===== config.mk =====
export PLATFORM = sky130hd
export DESIGN_NAME = scl_timing_encoder
export DESIGN_NICKNAME = d
export VERILOG_FILES = /design/src/rtl/scl_enc_pkg.sv /design/src/rtl/scl_ratio_reducer.sv /design/src/rtl/scl_field_packer.sv /design/src/rtl/scl_timing_encoder.sv
export SDC_FILE = /design/constraint.sdc
export NUM_CORES = 1
export LEC_CHECK = 0
export BUFFER_PORTS_ARGS = -buffer_cell sky130_fd_sc_hd__buf_4
export CAP_MARGIN = 20
export CORE_MARGIN = 2
export CORE_UTILIZATION = 50
export DETAILED_ROUTE_END_ITERATION = 12
export GPL_ROUTABILITY_DRIVEN = 1
export GPL_TIMING_DRIVEN = 0
export HOLD_SLACK_MARGIN = 0.02
export MAX_ROUTING_LAYER = met4
export PLACE_DENSITY = 0.76
export SLEW_MARGIN = 25
export SYNTH_ARGS = -nofsm -noshare
export SYNTH_HDL_FRONTEND = slang
export SYNTH_SLANG_ARGS = --single-unit

===== constraint.sdc =====
create_clock -name clk -period 4.43 [get_ports clk]
set_clock_uncertainty 0.05 [all_clocks]
set_input_delay 0.443 -clock clk [delete_from_list [all_inputs] [get_ports clk]]
set_output_delay 0.443 -clock clk [all_outputs]
set_load 0.05 [all_outputs]

===== src/rtl/scl_enc_pkg.sv =====
package scl_enc_pkg;

  localparam int CNT_W = 4;
  localparam int RED_W = CNT_W + 1;
  localparam int FIT_LIMIT = 1 << CNT_W;

  localparam logic [31:0] TIMING_BASE = 32'hFFF0_0300;
  localparam int HIGH_LSB = 16;
  localparam int LOW_LSB  = 12;
  localparam int EXP_LSB  = 0;

  typedef enum logic [0:0] {ENC_IDLE, ENC_RUN} enc_state_e;

  // floor(r/2) - 1
  function automatic logic [CNT_W-1:0] low_count(input logic [RED_W-1:0] r);
    logic [RED_W-1:0] t;
    t = (r >> 1) - RED_W'(1);
    return t[CNT_W-1:0];
  endfunction

  // r - low - 2
  function automatic logic [CNT_W-1:0] high_count(input logic [RED_W-1:0] r);
    logic [RED_W-1:0] t;
    t = r - {1'b0, low_count(r)} - RED_W'(2);
    return t[CNT_W-1:0];
  endfunction

endpackage


===== src/rtl/scl_ratio_reducer.sv =====
module scl_ratio_reducer #(
  parameter int RATIO_W = 32,
  parameter int EXP_W   = 4
) (
  input  logic                           clk,
  input  logic                           rst,
  input  logic                           load_i,
  input  logic [RATIO_W-1:0]             load_val_i,
  input  logic                           step_i,
  output logic [scl_enc_pkg::CNT_W-1:0]  work_lo_o,
  output logic [EXP_W-1:0]               exp_o,
  output logic                           sticky_o,
  output logic                           fits_o,
  output logic                           at_cap_o
);
  import scl_enc_pkg::*;

  localparam logic [RATIO_W-1:0] LIMIT = RATIO_W'(FIT_LIMIT);

  logic [RATIO_W-1:0] work_q;
  logic [EXP_W-1:0]   exp_q;
  logic               sticky_q;

  always_ff @(posedge clk) begin
    if (rst) begin
      work_q   <= '0;
      exp_q    <= '0;
      sticky_q <= 1'b0;
    end else if (load_i) begin
      work_q   <= load_val_i;
      exp_q    <= '0;
      sticky_q <= 1'b0;
    end else if (step_i) begin
      sticky_q <= sticky_q | work_q[0];
      work_q   <= work_q >> 1;
      exp_q    <= exp_q + EXP_W'(1);
    end
  end

  assign work_lo_o = work_q[CNT_W-1:0];
  assign exp_o     = exp_q;
  assign sticky_o  = sticky_q;
  assign fits_o    = (work_q < LIMIT);
  assign at_cap_o  = &exp_q;

endmodule


===== src/rtl/scl_field_packer.sv =====
module scl_field_packer #(
  parameter int EXP_W = 4
) (
  input  logic [scl_enc_pkg::CNT_W-1:0] work_lo_i,
  input  logic                          sticky_i,
  input  logic                          sat_i,
  input  logic [EXP_W-1:0]              exp_i,
  output logic [31:0]                   word_o
);
  import scl_enc_pkg::*;

  logic [RED_W-1:0] reduced;
  logic [CNT_W-1:0] lo_cnt;
  logic [CNT_W-1:0] hi_cnt;

  always_comb begin
    if (sat_i) reduced = RED_W'(FIT_LIMIT);
    else       reduced = {1'b0, work_lo_i} + RED_W'(sticky_i);
    lo_cnt = low_count(reduced);
    hi_cnt = high_count(reduced);
    word_o = TIMING_BASE
           | (32'(hi_cnt) << HIGH_LSB)
           | (32'(lo_cnt) << LOW_LSB)
           | (32'(exp_i)  << EXP_LSB);
  end

endmodule


===== src/rtl/scl_timing_encoder.sv =====
module scl_timing_encoder #(
  parameter int RATIO_W = 32,
  parameter int EXP_W   = 4
) (
  input  logic               clk,
  input  logic               rst,
  input  logic               start_i,
  input  logic [RATIO_W-1:0] ratio_i,
  output logic               busy_o,
  output logic               done_o,
  output logic               error_o,
  output logic [31:0]        word_o
);
  import scl_enc_pkg::*;

  enc_state_e state_q;

  logic [CNT_W-1:0] work_lo;
  logic [EXP_W-1:0] exp_w;
  logic             sticky_w;
  logic             fits_w;
  logic             at_cap_w;
  logic [31:0]      packed_w;

  // named internal events
  logic accept_w;
  logic too_small_w;
  logic load_w;
  logic step_w;
  logic finish_w;
  logic sat_w;

  assign accept_w    = start_i && (state_q == ENC_IDLE);
  assign too_small_w = (ratio_i < RATIO_W'(2));
  assign load_w      = accept_w && !too_small_w;
  assign step_w      = (state_q == ENC_RUN) && !fits_w && !at_cap_w;
  assign finish_w    = (state_q == ENC_RUN) && !step_w;
  assign sat_w       = !fits_w;

  scl_ratio_reducer #(.RATIO_W(RATIO_W), .EXP_W(EXP_W)) reducer_i (
    .clk        (clk),
    .rst        (rst),
    .load_i     (load_w),
    .load_val_i (ratio_i),
    .step_i     (step_w),
    .work_lo_o  (work_lo),
    .exp_o      (exp_w),
    .sticky_o   (sticky_w),
    .fits_o     (fits_w),
    .at_cap_o   (at_cap_w)
  );

  scl_field_packer #(.EXP_W(EXP_W)) packer_i (
    .work_lo_i (work_lo),
    .sticky_i  (sticky_w),
    .sat_i     (sat_w),
    .exp_i     (exp_w),
    .word_o    (packed_w)
  );

  always_ff @(posedge clk) begin
    if (rst) begin
      state_q <= ENC_IDLE;
      done_o  <= 1'b0;
      error_o <= 1'b0;
      word_o  <= '0;
    end else begin
      done_o <= 1'b0;
      if (accept_w) begin
        if (too_small_w) begin
          error_o <= 1'b1;
          word_o  <= TIMING_BASE;
          done_o  <= 1'b1;
        end else begin
          error_o <= 1'b0;
          state_q <= ENC_RUN;
        end
      end
      if (finish_w) begin
        state_q <= ENC_IDLE;
        word_o  <= packed_w;
        done_o  <= 1'b1;
      end
    end
  end

  assign busy_o = (state_q == ENC_RUN);

endmodule


# --- Word level (Yosys, flattened, before mapping) ---
# Index checks and enable logic that the tools add are counted.
classes:
  n_addsub: 5
  multipliers: 0
  n_div: 0
  order_cmp: 2
  n_eq_ne: 0
  shift: 0
  mux: 9
  n_bitwise: 5
  n_reduce_logical: 17
ops:
  columns: ["op", "count"]
  rows:
  - ["$mux W32", 5]
  - ["$lt A32 B2 Y1 const B", 1]
  - ["$lt A32 B5 Y1 const B", 1]
  - ["$or A32 B16 Y32", 1]
  - ["$or A32 B4 Y32", 1]
  - ["$reduce_bool A2 Y1", 3]
  - ["$add A4 B1 Y5", 1]
  - ["$logic_and A1 B1 Y1", 5]
  - ["$mux W5", 1]
  - ["$add A4 B1 Y4 const B", 1]
  - ["$logic_not A1 Y1", 4]
  - ["$reduce_and A2 Y1", 2]
  - ["$reduce_and A4 Y1", 1]
  - ["$reduce_or A2 Y1", 2]
  - ["$sub A4 B1 Y4 const B", 1]
  - ["$sub A4 B2 Y4 const B", 1]
  - ["$sub A4 B4 Y4", 1]
  - ["$mux W1", 3]
  - ["$not A1 Y1", 2]
  - ["$or A1 B1 Y1", 1]
word_totals:
  ff_bits: 72
  latchBits: 0
  ram_bits: 0
  mem_bits_ro: 0
  inputBits: 35
  output_inout_bits: 35
  wordCells: 45
  n_memories: 0

# --- Logic depth before layout (Yosys ltp) ---
# Gate-level depths: netlist (run 1).
depth:
  ltp_word: 8
  mapped_depth: 13
  mapped_depth_nobuf: 13

# --- Hierarchy ---
# A second synthesis (run 1) with hierarchy kept.
hier_totals:
  cells_unflattened: 428
  area_unflattened_um2: 4060.1
modules_own_cells:
  columns: ["module", "n_inst", "cells_per_inst", "area_per_inst_um2", "seq_area_each_um2"]
  rows:
  - ["scl_ratio_reducer", 1, 173, 1920.6, 740.7]
  - ["scl_timing_encoder", 1, 192, 1672.9, 700.7]
  - ["scl_field_packer", 1, 63, 466.7, 0.0]

# --- Worst setup path before layout (run 1) ---
# Ideal clock, no wire load.
synth_path:
  path_kind: "register to register"
  from: "reg reducer_i.work_q[24]"
  to: "reg word_o[19]"
  setup_ns: 0.116
  arrival_ns: 2.636
  required_ns: 4.264
  slack_ns: 1.628
  stages_incl_launch_ff: 14
  path_buffers: 0
  period_less_slack_ns: 2.802
  cell_sequence: "dfxtp_1 nor4_2 nand3_1 nor2_1 nand2_1 ha_1 xor2_1 ha_1 nor2_1 nor2_1 xnor2_1 xnor2_1 mux2i_1 a31o_1"
synth_between:
  elab_chain_cells: 8
  word_cells_on_any_way: 16
  cone_classes: "3 x add/sub; 1 x order compare; 2 x mux; 2 x bitwise; 8 x reduce/logical"
synth_lines:
  columns: ["item", "line_no", "text"]
  rows:
  - ["start, declared", "scl_ratio_reducer.sv:20", "logic [RATIO_W-1:0] work_q;"]
  - ["start signal, assigned", "scl_ratio_reducer.sv:30", "work_q <= load_val_i;"]
  - ["start signal, assigned", "scl_ratio_reducer.sv:35", "work_q <= work_q >> 1;"]
  - ["$lt A32 B5 Y1 *", "scl_ratio_reducer.sv:43", "assign fits_o = (work_q < LIMIT);"]
  - ["$mux W5 or $logic_not A1 Y1 (tied branches)", null, null]
  - ["$sub A4 B1 Y4 or $logic_and A1 B1 Y1 (tied branches)", "scl_enc_pkg.sv:17, scl_timing_encoder.sv:36", null]
  - ["$sub A4 B4 Y4 or $logic_and A1 B1 Y1 (tied branches)", "scl_enc_pkg.sv:24, scl_timing_encoder.sv:36", null]
  - ["$sub A4 B2 Y4 or $logic_not A1 Y1 (tied branches)", "scl_enc_pkg.sv:24, scl_timing_encoder.sv:37", null]
  - ["$or A32 B16 Y32 or $logic_and A1 B1 Y1 (tied branches)", "scl_field_packer.sv:23, scl_timing_encoder.sv:37", null]
  - ["$or A32 B4 Y32 or $reduce_bool A2 Y1 (tied branches)", null, null]
  - ["$mux W32 or $reduce_and A2 Y1 (tied branches)", null, null]
  - ["end signal, assigned", "scl_timing_encoder.sv:81", "word_o <= packed_w;"]
  - ["end, declared", "scl_timing_encoder.sv:12", "output logic [31:0] word_o"]
# Every way passes the cells marked *; elsewhere a longest branch is shown, timed or not.
# A chain may end at the register's enable or synchronous reset.

# --- Final worst setup path (run 1) ---
layout_path:
  from: "reg reducer_i.work_q[15]"
  to: "reg word_o[19]"
# The elaborated chain is that of the path after synthesis.

==> results of run 1 <==
## kinds of logic after synthesis
logic type / after synthesis
compound gates: 83
xor+xnor: 9
fa+ha+maj: 11
buf+inv: 42
flops: 53
mux: 11
other cells: 1
simple gates: 90
## cell usage after synthesis, types with 3 or more instances
cell type  instances
dfxtp_1           53
a21oi_1           30
a22oi_1           29
nand2_1           29
nor2_1            28
buf_4             19
clkbuf_1          11
ha_1              11
mux2i_1           10
o21ai_0           10
inv_1              7
nor4_1             7
nor4_2             7
xor2_1             6
nand4_1            5
nand3_1            4
a2bb2oi_1          3
buf_2              3
xnor2_1            3
## final timing paths
check	cells after the start	end	slack (ps)
min reg2reg	2	word_o[15]	430
max	13	word_o[19]	1150
min	3	reducer_i.work_q[28]	350
max reg2reg	13	word_o[19]	1150
## state kept, by name, indices dropped and copies added (netlist names)
register and cells:
reducer_i.work_q 32, reducer_i.exp_o 4, done_o 1, busy_o 1
word_o 13, reducer_i.sticky_o 1, error_o 1
## cell type report
cell class	instances	area, um2
Clock buffer	6	82.6
Sequential cell	53	1060
Buffer	35	221
Fill cell	454	1760
Clock inverter	2	37.5
Multi-Input combinational cell	210	1360
Tap cell	70	87.6
Inverter	7	26.3
Timing Repair Buffer	63	473
## power groups by stage
| stage | sequential [W] | combinational [W] | clock [W] |
|---|---|---|---|
| finish | 0.000529 | 0.000197 | 0.000349 |
| global route | 0.000533 | 0.000217 | 0.000367 |
| CTS | 0.000529 | 0.000198 | 0.000351 |
| detailed placement | 0.000540 | 0.000196 | 0 |
| global placement | 0.000539 | 0.000193 | 0 |
| floorplan | 0.000541 | 0.000128 | 0 |
## worst reg2reg max path, stage by stage, from the launching register on
cell     delay (ps)
dfxtp_1         350
nor4_2          450
nand3_1         240
nor2_1          330
nand2_1         230
ha_1            320
xor2_1          180
ha_1            280
nor2_1           90
nor2_1           60
xnor2_1         160
xnor2_1         160
mux2i_1         100
a31o_1          180
## per-stage QoR
step	total power [W]	cell area (um2)	cells	util [%]
3_3_place_gp	0.000732	3230	438	63.3
6_report	0.00108	3350	446	65.6
2_1_floorplan	0.000669	2670	305	-
5_1_grt	0.00112	3350	446	65.6
4_1_cts	0.00108	3350	446	65.6
3_5_place_dp	0.000736	3230	438	63.3
## layer usage
layer	vias up	global-route usage, %	wire length, um
met5	-	-	0
met4	0	9.27	160
met3	15	5.18	499
met2	106	35.9	2900
met1	1153	30.7	2920
li1	1213	-	-
==> results.ini, run 1 <==
[sta]
setup_tns_ps = 0
period_needed_ps = 3280
hold_slack_ps = 355
max_freq_mhz = 305
layout_setup_ws_ps = 1150
slew_headroom_pct = 60.9
hold_viol_final = 0
finalMaxSlewViolations = 0
worst_pin_slew_ps = 587
post-route-period-util_pct = 74.0
grt_setup_unrepaired = no
finalSetupViolCount = 0

[power]
swShare_pct = 28.4
power_density_nw_per_um2 = 321
ir_drop_mv = 0.256
leakage_nw = 1.39
p_int_w = 0.000770
clkPwrFrac_pct = 32.4
power_switching_w = 0.000306
pwr-share-comb_pct = 18.4
sequentialPowerShare_pct = 49.2

[floorplan]
fp-row-count = 26
start_util_pct = 51.9
ioPinCount = 70
die_h_um = 76.8
fp.dieW_um = 76.8
dieArea_um2 = 5900
core-area_um2 = 5110

[synthesis]
synth_seq_cells = 53
post-synth-top-area-cell = dfxtp_1
yosysWarnings = 0
synth-compound-area-share_pct = 20.2
synthTopCellsByArea = dfxtp_1, a22oi_1, a21oi_1
ys_seq_area_share_pct = 40.0
synth_top_family_by_area = compound AO/OA/AOI/OAI gates
synth_cell_types = 39
synth_area_um2 = 2650
synthAdderAreaFrac_pct = 5.19
synth_top_area_share_pct = 40.0
synthesis.instances = 300
synth-simple-area-share_pct = 18.0
synth_xor_area_share_pct = 2.97
synthMuxAreaShare_pct = 4.20
synth-edff-count = 0
synth-async-reset-ratio_pct = 0
syn-mean-instance-area_um2 = 8.84
ys.flop_type = dfxtp_1

[global_route]
grt_pass1_vias = 2358
grtUsageTotal_pct = 23.6
grt_overflow = 0
grt_first_pass_wirelength_um = 11000
grt_start_max_net_pins = 17
antenna_found_initial = 0

[placement]
gp_congestion = 0.891
io_buffer_count = 63
pre_cts_ws_ps = 1220
dp_hpwl_um = 4900

[setup_path]
cp.arrival_ps = 3450
cp_cell_sequence = nor4_2 -> nand3_1 -> nor2_1 -> nand2_1 -> ha_1 -> xor2_1 -> ha_1 -> nor2_1 -> nor2_1 -> xnor2_1 -> xnor2_1 -> mux2i_1 -> a31o_1
startpoint = reducer_i.work_q[15]
start_kind = flip-flop
crit_top_cell = nor2_1
crit_buf_inv = 0
worstPathMaxFanout = 5
slowest_stage = nor4_2
end_kind = flip-flop
cp_slowest_stage_delay_ps = 450
path_delay_family = simple AND/OR/NAND/NOR gates
worstSetupPathType = reg -> reg
required_ps = 4600
r2r-start = reducer_i.work_q[15]

[drt]
vias = 2487
drt_first_pass_iters = 5
routedWlPerCell_um = 14.5
vias_per_cell = 5.58
drtAntennaViolNets = 0
drc = 0
drtIter0Drc = 212
totalWireLength_um = 6480

[clock_network]
cts_resized = 0
htreeDepth = 2
clock_sink_count = 53
post_cts_buffers = 0
cts_buffers = 5
ctsHoldBuffers = 0
clk_pin_slew_ps = 100
root_buffer = clkbuf_8
cts_tree = yes
clk_latency_ps = 320
clockBufferDepth = 2

[job]
cap_violations = 0

[finish]
drive_gt1_share_pct = 28.5
area_growth_pct = 26.4
final_cell_mix = buf_4, dfxtp_1, a21oi_1
nets = 421
antenna_cells = 0
final_common_cell = buf_4

[min_path]
hold_class = in -> reg
holdCritStartpoint = ratio_i[28]

[status]
status = complete, no violations

(Power assumes the default switching activity.)
==> run 2, diff against run 1 <==
--- a/config.mk
+++ b/config.mk
@@ -5,6 +5,7 @@
 export SDC_FILE = /design/constraint.sdc
 export NUM_CORES = 1
 export LEC_CHECK = 0
+export ABC_AREA = 1
 export BUFFER_PORTS_ARGS = -buffer_cell sky130_fd_sc_hd__buf_4
 export CAP_MARGIN = 20
 export CORE_MARGIN = 2
@@ -14,7 +15,7 @@
 export GPL_TIMING_DRIVEN = 0
 export HOLD_SLACK_MARGIN = 0.02
 export MAX_ROUTING_LAYER = met4
-export PLACE_DENSITY = 0.76
+export PLACE_DENSITY = 0.75
 export SLEW_MARGIN = 25
 export SYNTH_ARGS = -nofsm -noshare
 export SYNTH_HDL_FRONTEND = slang
==> constraint.sdc (replaced) <==
create_clock -name clk -period 3.4 [get_ports clk]
set_clock_uncertainty 0.05 [all_clocks]
set_input_delay 0.34 -clock clk [delete_from_list [all_inputs] [get_ports clk]]
set_output_delay 0.34 -clock clk [all_outputs]
set_load 0.05 [all_outputs]
==> results.ini, run 2 <==
[drt]
drt_first_pass_iters = 4
vias_per_cell = 4.90
totalWireLength_um = 6680
vias = 2757
routed-wl-met3_um = 405
wl_met1_um = 2950
drc = 0
drtAntennaViolNets = 0
dr_wl_met2_um = 3250
drtIter0Drc = 137
top_layer = met4
routedWlPerCell_um = 11.9

[floorplan]
start_util_pct = 52.0
dieArea_um2 = 6390
fp-row-count = 27
die_h_um = 79.9
fp.dieW_um = 79.9
core-area_um2 = 5540
ioPinCount = 70

[finish]
drive_gt1_share_pct = 23.0
final_common_cell = nand2_1
top_register = reducer_i.work_q
area_growth_pct = 24.1
final_util_pct = 64.5
nets = 536
final_cell_mix = nand2_1, buf_4, dfxtp_1
largest_reg_flops = 32
antenna_cells = 0

[setup_path]
start_kind = flip-flop
end_kind = flip-flop
cp.arrival_ps = 2980
required_ps = 3530
worstSetupPathType = reg -> reg
ff2ff_setup_slack_ps = 550
worstPathMaxFanout = 9

[sta]
hold_viol_final = 0
post-route-period-util_pct = 83.9
finalMaxSlewViolations = 0
setup_tns_ps = 0
max_freq_mhz = 351
finalSetupViolCount = 0
slew_headroom_pct = 60.5
period_needed_ps = 2850
hold_slack_ps = 253
worst_pin_slew_ps = 592
grt_setup_unrepaired = no

[synthesis]
synthTopCellsByArea = dfxtp_1, nand2_1, buf_4
ys.flop_type = dfxtp_1
syn-mean-instance-area_um2 = 6.94
synthesis.instances = 415
synth_cell_types = 30
post-synth-top-area-cell = dfxtp_1
synthTopCellsByCount = nand2_1, dfxtp_1, nor2_1
synth_area_um2 = 2880
synth-edff-count = 0
synth_seq_cells = 53
synth-async-reset-ratio_pct = 0
synth_top_area_share_pct = 36.8
ys_seq_area_share_pct = 36.8
synth_most_common_cell = nand2_1
yosysWarnings = 0

[clock_network]
htreeDepth = 2
clockBufferDepth = 2
clk_pin_slew_ps = 110
cts_resized = 0
clock_sink_count = 53
root_buffer = clkbuf_8
cts_tree = yes
ctsHoldBuffers = 0
cts_buffers = 5
clk_latency_ps = 320
post_cts_buffers = 0

[job]
cap_violations = 0

[global_route]
grt_overflow = 0
antenna_found_initial = 0
grt_start_max_net_pins = 18
grt_first_pass_wirelength_um = 11000
grt_pass1_vias = 2554
grtUsageTotal_pct = 22.2

[power]
power_density_nw_per_um2 = 442
ir_drop_mv = 0.212
leakage_nw = 1.73

[placement]
gp_congestion = 0.875
io_buffer_count = 63
dp_hpwl_um = 5140

[status]
status = complete, no violations

[min_path]
hold_class = in -> reg

run 2: worst max-delay path, cell delays in order (launching register included):
cell and delay (ps):
dfxtp_1 340, nor2_1 110, nand2_1 70, nor2_1 140, nand2_2 110, nor2_8 180, nand2_1 180, ha_1 290
xnor2_2 190, ha_1 250, o21bai_1 170, xor2_1 210, inv_1 70, nand3_1 80, nand2_1 70, inv_1 50
nand3_1 60, nand3_1 70, a21oi_1 50
run 2: final timing paths:
check | start | to | depth (start not counted)
max | reducer_i.work_q[20] | word_o[19] | 18
min | ratio_i[20] | reducer_i.work_q[20] | 3
max reg2reg | reducer_i.work_q[20] | word_o[19] | 18
min reg2reg | word_o[17] | word_o[17] | 2
run 2: layout make-up:
cell class	count	area (um2)
clock buffer	5	68.8
sequential	53	1060
inverter	33	124
tap	72	90.1
timing repair buffer	63	473
clock inverter	3	43.8
fill	527	1960
multi-input combinational	298	1470
buffer	36	246
run 2: power breakdown:
group / internal (W) / switching (W)
logic: 0.000164 / 0.000281
registers: 0.000664 / 0.0000344
clock network: 0.000221 / 0.000215
run 2: stage by stage:
| stage | instances | power [W] | worst slack [ps] | area [um2] |
|---|---|---|---|---|
| after floorplan | 420 | 0.00103 | 851 | 2900 |
| after global placement | 555 | 0.00115 | 634 | 3460 |
| after detailed placement | 555 | 0.00116 | 558 | 3460 |
| after CTS | 563 | 0.00159 | 532 | 3580 |
| after global routing | 563 | 0.00165 | 280 | 3580 |
| final | 563 | 0.00158 | 548 | 3580 |
run 2: layer usage:
metal / up-vias / GRT usage (%)
li1: 1441 / -
met1: 1226 / 25.6
met2: 83 / 38.7
met3: 7 / 4.07
met4: 0 / 7.97
met5: - / -
run 2: cells by family after synthesis:
| kind of cell | synth area share [%] |
|---|---|
| xor gates and xnor gates | 1.17 |
| AOI/OAI and AO/OA | 10.4 |
| and+or+nand+nor | 33.8 |
| other | 0.130 |
| adders and majority gates | 4.78 |
| buffers and inverters | 12.9 |
| DFF | 36.8 |
==> run 3, diff against run 2 <==
--- a/config.mk
+++ b/config.mk
@@ -5,11 +5,11 @@
 export SDC_FILE = /design/constraint.sdc
 export NUM_CORES = 1
 export LEC_CHECK = 0
-export ABC_AREA = 1
+export ABC_AREA = 0
 export BUFFER_PORTS_ARGS = -buffer_cell sky130_fd_sc_hd__buf_4
 export CAP_MARGIN = 20
 export CORE_MARGIN = 2
-export CORE_UTILIZATION = 50
+export CORE_UTILIZATION = 47
 export DETAILED_ROUTE_END_ITERATION = 12
 export GPL_ROUTABILITY_DRIVEN = 1
 export GPL_TIMING_DRIVEN = 0
==> constraint.sdc (replaced) <==
create_clock -name clk -period 2.32 [get_ports clk]
set_clock_uncertainty 0.05 [all_clocks]
set_input_delay 0.232 -clock clk [delete_from_list [all_inputs] [get_ports clk]]
set_output_delay 0.232 -clock clk [all_outputs]
set_load 0.05 [all_outputs]
==> results.ini, run 3 (synthesized netlist as in run 1, its figures left out) <==
[sta]
layout_setup_ws_ps = -461
worst_pin_slew_ps = 597
post-route-period-util_pct = 120
max_freq_mhz = 360
period_needed_ps = 2780
setup_tns_ps = -633
finalMaxSlewViolations = 0
hold_viol_final = 0
grt_setup_unrepaired = yes
slew_headroom_pct = 60.2
finalSetupViolCount = 6

[global_route]
grt_pass1_vias = 2409
grt_overflow = 0
met3_usage_pct = 3.75
antenna_found_initial = 0
grtUsageTotal_pct = 23.4
grt_start_max_net_pins = 17
grt_first_pass_wirelength_um = 11300
use_met1_pct = 29.7
met2_usage_pct = 38.3
busiest_layer = met2

[finish]
multiInputGateArea_um2 = 1530
top_register = reducer_i.work_q
nets = 438
final_common_cell = buf_4
final_cell_mix = buf_4, dfxtp_1, a21oi_1
regArea_um2 = 1070
largest_reg_flops = 32
antenna_cells = 0
nFillCells = 452
drive_gt1_share_pct = 38.4
fin_area_um2 = 3700
area_growth_pct = 39.6

[clock_network]
ctsHoldBuffers = 0
cts_tree = yes
cts_buffers = 5
clk_pin_slew_ps = 100
htreeDepth = 2
clk_latency_ps = 310
root_buffer = clkbuf_8
clockBufferDepth = 2
clock_sink_count = 53

[power]
clkPwrFrac_pct = 32.8
p_int_w = 0.00161
power_density_nw_per_um2 = 605
pwr-share-comb_pct = 21.3
sequentialPowerShare_pct = 45.9
leakage_nw = 1.56
power_switching_w = 0.000627
swShare_pct = 28.0
ir_drop_mv = 0.429

[setup_path]
start_kind = flip-flop
worstSetupPathType = reg -> reg
startpoint = reducer_i.work_q[23]
worst_r2r_path_depth = 13
worstPathMaxFanout = 3
required_ps = 2480
cp-endpoint = word_o[19]
end_kind = flip-flop
cp.arrival_ps = 2940
r2r-start = reducer_i.work_q[23]
worst_r2r_endpoint = word_o[19]
ff2ff_setup_slack_ps = -460

[placement]
place_area_um2 = 3290
gp_congestion = 0.905
pre_cts_ws_ps = -551
dp_hpwl_um = 5100
io_buffer_count = 63

[drt]
drt_first_pass_iters = 4
drtIter0Drc = 174
drc = 0
vias_per_cell = 5.45
totalWireLength_um = 7120
vias = 2532
routedWlPerCell_um = 15.3
drtAntennaViolNets = 0

[floorplan]
fp-row-count = 27
core-area_um2 = 5470
fp.dieW_um = 79.1
start_util_pct = 48.4
ioPinCount = 70
die_h_um = 79.1
dieArea_um2 = 6260

[status]
violations = negative setup slack
status = finished, violations left

[min_path]
hold_class = in -> reg

[job]
cap_violations = 0

==> run 3: layout make-up <==
| type | count | share of cell area [%] |
|---|---|---|
| multi-input cells | 210 | 41.4 |
| flip-flops and latches | 53 | 29.0 |
| clock buffers | 5 | 1.86 |
| plain buffers | 35 | 6.63 |
| well taps | 72 | 2.43 |
| clock inverters | 3 | 1.76 |
| inverters | 7 | 0.710 |
| repair buffers | 80 | 16.2 |
==> run 3: power groups by stage <==
| stage | Combinational (W) | Sequential [W] | Clock, W |
|---|---|---|---|
| 2_1_floorplan | 0.000258 | 0.00104 | 0 |
| 3_3_place_gp | 0.000383 | 0.00104 | 0 |
| 3_5_place_dp | 0.000390 | 0.00104 | 0 |
| 4_1_cts | 0.000429 | 0.00102 | 0.000746 |
| 5_1_grt | 0.000515 | 0.00104 | 0.000777 |
| 6_report | 0.000477 | 0.00103 | 0.000735 |
==> run 3: routing by layer <==
metal / up-vias / wire [um]
met4: 0 / 170
met1: 1197 / 3140
met2: 76 / 3390
met5: - / 0
met3: 15 / 421
li1: 1244 / -
==> run 3: what timing repair did <==
action | in CTS | in global routing
buffers inserted | 10 | 7
setup endpoints to repair | 3 | 11
pin swaps | 13 | 11
gates resized for setup | 11 | 37
==> run 3: stage by stage <==
stage | utilization [%] | hold slack, ps | instances | total power, W
CTS | 65.0 | 137 | 458 | 0.00220
floorplan | - | 328 | 305 | 0.00130
global route | 67.6 | 166 | 465 | 0.00233
finish | 67.6 | 144 | 465 | 0.00224
global placement | 60.2 | 396 | 440 | 0.00142
detailed placement | 60.2 | 409 | 440 | 0.00143
==> run 3: how the worst min path moves through the flow <==
stage | start | slack, ps | cells after the start | to
CTS | ratio_i[28] | 140 | 3 | reducer_i.work_q[28]
global route | ratio_i[28] | 170 | 3 | reducer_i.work_q[28]
floorplan | ratio_i[28] | 330 | 2 | reducer_i.work_q[28]
finish | ratio_i[28] | 140 | 3 | reducer_i.work_q[28]
detailed placement | word_o[15] | 410 | 2 | word_o[15]
global placement | word_o[15] | 400 | 2 | word_o[15]
==> run 3: critical path: stages, from the launching register on <==
cell and delay, ps:
dfxtp_2 350, nor4_4 360, nand3_2 200, buf_4 200, nor3_4 210, buf_4 160, xor2_1 140, ha_1 240
nor2_1 110, nor2_2 50, xnor2_1 170, xnor2_1 160, mux2i_1 100, a31o_1 180
